[src/rtl/pwm_timer_pkg.sv]
`timescale 1ns/1ps
package pwm_timer_pkg;
    typedef enum logic [1:0] {
        ST_IDLE   = 2'd0,
        ST_RUN    = 2'd1,
        ST_FROZEN = 2'd2
    } pwm_state_e;
endpackage

[src/rtl/pwm_ctrl_fsm.sv]
`timescale 1ns/1ps
module pwm_ctrl_fsm
    import pwm_timer_pkg::*;
(
    input  logic       clk,
    input  logic       rst,
    input  logic       enable,
    input  logic       sleep,
    input  logic       no_stop,
    input  logic       tick,
    output pwm_state_e state_q,
    output logic       idle,
    output logic       advance
);
    pwm_state_e state_d;
    logic       freeze_req;

    assign freeze_req = sleep && !no_stop;

    always_comb begin
        state_d = state_q;
        unique case (state_q)
            ST_IDLE: begin
                if (enable) state_d = freeze_req ? ST_FROZEN : ST_RUN;
            end
            ST_RUN: begin
                if (!enable)         state_d = ST_IDLE;
                else if (freeze_req) state_d = ST_FROZEN;
            end
            ST_FROZEN: begin
                if (!enable)          state_d = ST_IDLE;
                else if (!freeze_req) state_d = ST_RUN;
            end
            default: state_d = ST_IDLE;
        endcase
    end

    always_ff @(posedge clk) begin
        if (rst) state_q <= ST_IDLE;
        else     state_q <= state_d;
    end

    always_comb begin
        idle    = (state_q == ST_IDLE);
        advance = (state_q == ST_RUN) && tick;
    end

    // a freeze request with enable present lands in FROZEN
    p_freeze_entry_r9: assert property (@(posedge clk) disable iff (rst)
        (enable && sleep && !no_stop) |=> (state_q == ST_FROZEN));

    // dropping enable always returns to IDLE
    p_halt_idle_r10: assert property (@(posedge clk) disable iff (rst)
        !enable |=> (state_q == ST_IDLE));
endmodule

[src/rtl/pwm_counter.sv]
`timescale 1ns/1ps
module pwm_counter #(
    parameter int CNT_W = 8
) (
    input  logic             clk,
    input  logic             rst,
    input  logic             idle,
    input  logic             advance,
    input  logic [CNT_W-1:0] cmp_val,
    output logic             pwm_level,
    output logic             match
);
    localparam logic [CNT_W-1:0] TOP = {CNT_W{1'b1}};

    logic [CNT_W-1:0] cnt_q;
    logic [CNT_W-1:0] act_q;
    logic [CNT_W-1:0] phase_next;
    logic             wrap;

    assign phase_next = cnt_q + 1'b1;
    assign wrap       = advance && (cnt_q == TOP);

    always_ff @(posedge clk) begin
        if (rst) begin
            cnt_q <= '0;
            act_q <= '0;
        end else begin
            if (idle)         cnt_q <= '0;
            else if (advance) cnt_q <= phase_next;
            if (idle || wrap) act_q <= cmp_val;
        end
    end

    assign pwm_level = !idle && (cnt_q < act_q);
    assign match     = advance && (phase_next == act_q);

    // one step per counted tick
    p_step_r11: assert property (@(posedge clk) disable iff (rst)
        advance |=> (cnt_q == $past(cnt_q) + 1'b1));

    // no tick outside IDLE means the counter holds
    p_hold_r11: assert property (@(posedge clk) disable iff (rst)
        (!idle && !advance) |=> $stable(cnt_q));

    // shadow value frozen between wraps
    p_shadow_r5: assert property (@(posedge clk) disable iff (rst)
        (!idle && !wrap) |=> $stable(act_q));

    // idle clears the counter
    p_idle_zero_r10: assert property (@(posedge clk) disable iff (rst)
        idle |=> (cnt_q == '0));
endmodule

[src/rtl/pwm_irq.sv]
`timescale 1ns/1ps
module pwm_irq (
    input  logic clk,
    input  logic rst,
    input  logic match,
    input  logic irq_mask,
    input  logic irq_clr,
    output logic irq_pulse,
    output logic irq_flag
);
    logic raise;

    assign raise = match && !irq_mask;

    always_ff @(posedge clk) begin
        if (rst) begin
            irq_pulse <= 1'b0;
            irq_flag  <= 1'b0;
        end else begin
            irq_pulse <= raise;
            if (raise)        irq_flag <= 1'b1;
            else if (irq_clr) irq_flag <= 1'b0;
        end
    end

    // a masked edge never produces a pulse
    p_mask_quiet_r7: assert property (@(posedge clk) disable iff (rst)
        irq_mask |=> !irq_pulse);

    // flag is sticky until cleared
    p_flag_sticky_r8: assert property (@(posedge clk) disable iff (rst)
        (irq_flag && !irq_clr) |=> irq_flag);

    // every pulse is mirrored in the flag
    p_flag_with_pulse_r8: assert property (@(posedge clk) disable iff (rst)
        irq_pulse |-> irq_flag);
endmodule

[src/rtl/pwm_timer.sv]
`timescale 1ns/1ps
module pwm_timer
    import pwm_timer_pkg::*;
#(
    parameter int CNT_W = 8
) (
    input  logic             clk,
    input  logic             rst,
    input  logic             enable,
    input  logic             tick,
    input  logic [CNT_W-1:0] cmp_val,
    input  logic             irq_mask,
    input  logic             sleep,
    input  logic             no_stop,
    input  logic             irq_clr,
    output logic             pwm_out,
    output logic             irq_pulse,
    output logic             irq_flag
);
    pwm_state_e state_q;
    logic       idle;
    logic       advance;
    logic       match;

    pwm_ctrl_fsm u_fsm (
        .clk     (clk),
        .rst     (rst),
        .enable  (enable),
        .sleep   (sleep),
        .no_stop (no_stop),
        .tick    (tick),
        .state_q (state_q),
        .idle    (idle),
        .advance (advance)
    );

    pwm_counter #(.CNT_W(CNT_W)) u_cnt (
        .clk       (clk),
        .rst       (rst),
        .idle      (idle),
        .advance   (advance),
        .cmp_val   (cmp_val),
        .pwm_level (pwm_out),
        .match     (match)
    );

    pwm_irq u_irq (
        .clk       (clk),
        .rst       (rst),
        .match     (match),
        .irq_mask  (irq_mask),
        .irq_clr   (irq_clr),
        .irq_pulse (irq_pulse),
        .irq_flag  (irq_flag)
    );

    // reset leaves the output and interrupt quiet
    p_reset_quiet_r1: assert property (@(posedge clk)
        rst |=> (!pwm_out && !irq_pulse && !irq_flag));

    // output is low whenever the machine is idle
    p_idle_low_r2: assert property (@(posedge clk) disable iff (rst)
        (state_q == ST_IDLE) |-> !pwm_out);
endmodule

[config.mk]
export PLATFORM = sky130hd
export DESIGN_NAME = pwm_timer
export DESIGN_NICKNAME = d
export VERILOG_FILES = /design/src/rtl/pwm_timer_pkg.sv /design/src/rtl/pwm_ctrl_fsm.sv /design/src/rtl/pwm_counter.sv /design/src/rtl/pwm_irq.sv /design/src/rtl/pwm_timer.sv
export SDC_FILE = /design/constraint.sdc
export NUM_CORES = 1
export LEC_CHECK = 0
export CAP_MARGIN = 20
export CORE_MARGIN = 1.5
export CORE_UTILIZATION = 36
export CTS_CLUSTER_DIAMETER = 100
export CTS_CLUSTER_SIZE = 16
export DETAILED_ROUTE_END_ITERATION = 16
export GPL_ROUTABILITY_DRIVEN = 0
export GPL_TIMING_DRIVEN = 0
export PLACE_DENSITY_LB_ADDON = 0.2
export SYNTH_ARGS = -nofsm -noshare
export SYNTH_HDL_FRONTEND = slang
export SYNTH_SLANG_ARGS = --single-unit
[constraint.sdc]
create_clock -name clk -period 5.66 [get_ports clk]
set_clock_uncertainty 0.1 [all_clocks]
set_input_delay 1.132 -clock clk [delete_from_list [all_inputs] [get_ports clk]]
set_output_delay 1.132 -clock clk [all_outputs]
set_load 0.1 [all_outputs]
Yosys cells after proc, flatten, opt, wreduce, memory -nomap -nowiden. Cells that the tools add are included.

Word-level logic and storage cells: 37. Input port bits: 16. Bits in registers: 20.

Add/sub/neg operators: 1. Equal/unequal tests: 7. Order comparisons: 1. Reduce and logical (&&, ||, !) cells: 14. Multiplexer cells: 9.

Operators by type and width (count): 2-bit 2-to-1 mux (6); 8-bit by 1-bit adder with 8-bit output, second input constant (1); 8-bit equality test (1); 8-bit equality test, second input constant (1); 8-bit < comparator (1); 1-bit logical AND (6); 2-bit case mux with 3 select lines (1); 1-bit zero test (3); 3-bit by 2-bit != test with 1-bit output, second input constant (1); 3-bit != test, second input constant (1); 3-bit AND reduction (1); 2-bit by 1-bit equality test with 1-bit output, second input constant (1); 2-bit equality test, second input constant (1); 2-bit zero test (1); 1-bit 2-to-1 mux (2); 2-bit != test, second input constant (1); 2-bit nonzero test (1); 2-bit OR reduction (1); 1-bit logical OR (1).

Longest topological paths before layout.
Depth in word-level cells: 5. Gate-level depth with buffers: 7.

Hierarchy. A second synthesis with hierarchy kept.

Cells, all modules: 132. Area total of the unflattened synthesis: 1191.1 µm².

By module, submodules not included: pwm_counter (sequential area each 320.3 µm², cells each 117, area an instance 1036.0 µm², instances 1); pwm_ctrl_fsm (sequential area each 40.0 µm², cells each 9, area an instance 90.1 µm², instances 1); pwm_irq (sequential area each 40.0 µm², cells each 6, area an instance 65.1 µm², instances 1).

Least setup slack after synthesis. No wires, ideal clock.

Path type: reg2out. From: reg u_cnt.act_q[1]. To: out pwm_out. Arrival time: 2.119 ns. Path buffers: 0. Setup slack: 2.309 ns. Stages on the path, launching flop included: 8. Cell sequence: dfxtp_1 inv_1 ha_1 nor2b_1 o21ai_0 nand2b_1 a2111oi_0 o21a_1.

Word-level cells in the longest chain between the ends: 2.

Ends and longest elaborated chain: start: declaration (line pwm_counter.sv:16) `logic [CNT_W-1:0] act_q;`; start signal: assignment (line pwm_counter.sv:30) `if (idle || wrap) act_q <= cmp_val;`; 8-bit < comparator (line pwm_counter.sv:34) `assign pwm_level = !idle && (cnt_q < act_q);`; 1-bit logical AND (line pwm_counter.sv:34); end: declaration (line pwm_timer.sv:16) `output logic pwm_out,`.

Every way passes these cells.

Worst setup path in the final report. Ends and elaborated chain as after synthesis.

==> metrics.txt <==
CTS HTree Levels=1; Hold Path Depth=2; number of enable flip-flop cells after synthesis=0; crit path DAT=3.10 ns; Maximum Capacitance Violations=0; cell with the most instances after synthesis=sky130_fd_sc_hd__dfxtp_1; critical path capture point type=output port; worst stage delay on the critical path=1.13 ns; number of antenna diodes=0; Starting DRT DRC Count=22; synth warn=0; routing usage on met2=23.5%; cell area after layout=1400 µm²; unrepaired setup endpoints after global routing=false; Initial Utilization=37.6%; endpoints failing hold=0; detailed-route via count=944; via density per instance=4.79; area growth from synthesis to layout=22.6%; GRT met3 Usage=1.97%; insertion delay to the later sink of the worst-skew pair=0.29 ns; FF+latch count, synth=20; fraction of the yosys area taken by sequential cells=35.1%; combinational share of power=17.4%; Clk Tree Root Cell=sky130_fd_sc_hd__clkbuf_4; Final Slew Violations=0; DR WL/cell=11.2 µm; Placement Cell Area=1380 µm²; global routing usage on met1=17.3%; worst-path maximum fanout=3; logic depth of the worst setup path including buffers=8; row cnt=20; cell type with the largest total area after synthesis=sky130_fd_sc_hd__dfxtp_1; internal power=194 µW; total half-perimeter wirelength after legalization and detailed placement=1740 µm; Die Width=59.3 µm; vias in the first global route=877; switching part of the total power=25.6%; worst reg2reg path endpoint=u_cnt.act_q[1]; die extent in y=59.3 µm; hold-critical path endpoint=u_irq.irq_flag; Clock Sink Count=20; Bufs on Longest Clock Path=2; worst slew slack as a fraction of its limit=35.5%; CTS-repair resized insts=0; fraction of synthesized cell area taken by the top area cell type=35.1%; FILL cells=290; DRC violations left=0; TritonCTS clock tree=built; async set-reset flop share out of synthesis=0%; total area of sequential cells=400 µm²; highest achievable clock rate=231 MHz; Avg Inst Size Synth=8.64 µm²; grt peak-use layer=met2; Switch Pwr=66.5 µW; multi-input combinational cell area=694 µm²; total wire length=2210 µm; accumulated negative setup slack=0 ns; wire length of the first global-routing pass=3670 µm; worst-path cell chain=inv_1 > ha_1 > nor2b_1 > o21ai_0 > nand2b_1 > a2111oi_0 > o21a_1 > clkdlybuf4s50_1; post-synthesis instance area=1140 µm²; num ports=19; family with the most delay on the worst path=buffers and inverters; total of endpoints with negative setup slack in the final report=0; Layout Utilization=46.2%; Crit Path Class=flop to output port; maximum number of pins on one net before global-route repair=11; overall die area=3510 µm²; remaining antenna violation count=0; Worst Max-Slew Pin Slew=0.965 ns; overall fraction of global-route tracks in use=13.8%; startpoint of the worst register-to-register path=u_cnt.cnt_q[0]; power per cell area=186 nW/µm²; R2R cell count=6; static leakage=0.534 nW; share of layout cells above drive strength 1=4.58%; ratio of final minimum period to clock period=76.5%; number of setup buffers added after CTS=0; slowest cell on the critical path=sky130_fd_sc_hd__clkdlybuf4s50_1; worst hold slack after final layout=0.373 ns; most used flip-flop cell after synthesis=sky130_fd_sc_hd__dfxtp_1; critical path startpoint category=flop; Final min period=4.33 ns; layout net count=180; internal reg-to-reg setup slack=3.48 ns; source of the worst hold timing path=u_irq.irq_flag; clock buffers created by TritonCTS=3; Post-Syn Instances=132; critical path required time=4.43 ns; initial antenna violation count=0; worst hold path class=flop to flop; Netlist cell types=30; CTS clock-pin slew for the worst setup and hold paths=0.11 ns; part of the power in registers=57.6%; main area contributors after synthesis=sky130_fd_sc_hd__dfxtp_1 (35%), sky130_fd_sc_hd__ha_1 (9.9%), sky130_fd_sc_hd__xnor2_1 (9.2%); Hold Buf Count CTS=0; first-pass iteration count of the detailed router=4; Buf+Inv Stages, Crit Path=2; fraction of power consumed by the clock network=25.0%; result of the run=finished clean; core area=3030 µm²; total nets after synthesis=157; global route total overflow=0; Buffers on Ports=18; worst ir drop on vdd=80.1 µV; most common library cells after synthesis=sky130_fd_sc_hd__dfxtp_1 (20), sky130_fd_sc_hd__nor2_1 (19), sky130_fd_sc_hd__xnor2_1 (12)
-- sequential cells by signal, summed over array words and instances (netlist names) --
register         count
u_cnt.act_q          8
u_cnt.cnt_q          8
u_fsm.state_q        2
u_irq.irq_flag       1
u_irq.irq_pulse      1
-- power groups by stage --
stage | Sequential (mW) | Combinational, mW | Clock, mW
3_3_place_gp | 0.153 | 0.0445 | 0
6_report | 0.150 | 0.0453 | 0.0652
2_1_floorplan | 0.152 | 0.0287 | 0
3_5_place_dp | 0.153 | 0.0457 | 0
4_1_cts | 0.150 | 0.0459 | 0.0695
5_1_grt | 0.151 | 0.0497 | 0.0730
-- worst max-delay path by stage --
stage / startpoint / end / slack (ns)
final: u_cnt.act_q[1] / pwm_out / 1.33
after global routing: u_cnt.act_q[1] / pwm_out / 1.13
after CTS: u_cnt.act_q[1] / pwm_out / 1.31
after floorplan: u_cnt.act_q[1] / pwm_out / 2.31
after detailed placement: u_cnt.act_q[1] / pwm_out / 1.66
after global placement: u_cnt.act_q[1] / pwm_out / 1.62
-- per-stage QoR --
step                total power, mW  setup slack (ns)  std cells
global placement              0.198              1.62        194
global route                  0.274              1.13        197
CTS                           0.266              1.31        197
detailed placement            0.199              1.66        194
finish                        0.260              1.33        197
floorplan                     0.181              2.31        132
-- kinds of logic (layout without fill, tap and decap cells) --
family	Yosys count	in the layout	share of synthesized area, %
DFF	20	20	35.1
muxes	8	8	7.03
and+or+nand+nor	50	50	22.1
buffers and inverters	12	33	3.95
xor gates and xnor gates	15	15	11.5
adders and majority gates	9	9	9.88
AOI/OAI and AO/OA	18	18	10.4
-- per-layer routing --
layer / wire length (µm) / up-vias
li1: - / 496
met1: 1070 / 425
met2: 1050 / 18
met3: 56 / 5
met4: 34 / 0
met5: 0 / -
-- worst reg2reg max path, delay by kind of cell (launching register included) --
kind | cells | cell delay (ns)
compound gates | 1 | 0.35
fa+ha+maj | 1 | 0.26
flops | 1 | 0.43
mux | 1 | 0.24
simple gates | 3 | 0.67
-- layout make-up --
type | instances | area share [%]
clock buffers | 3 | 1.61
flip-flops and latches | 20 | 28.6
well taps | 44 | 3.94
repair buffers | 18 | 12.9
plain buffers | 3 | 0.806
inverters | 9 | 2.42
multi-input cells | 100 | 49.7
-- layout by cell type (no fill, tap or decap), drive strengths merged, types with 6 or more instances in the layout --
master         instances
nor2                  19
inv                    9
ha                     9
nand2                  8
mux2i                  8
clkbuf                 6
clkdlybuf4s50         18
a21oi                  7
dfxtp                 20
xnor2                 12
Note: power is estimated with default switching activity, not from simulation.
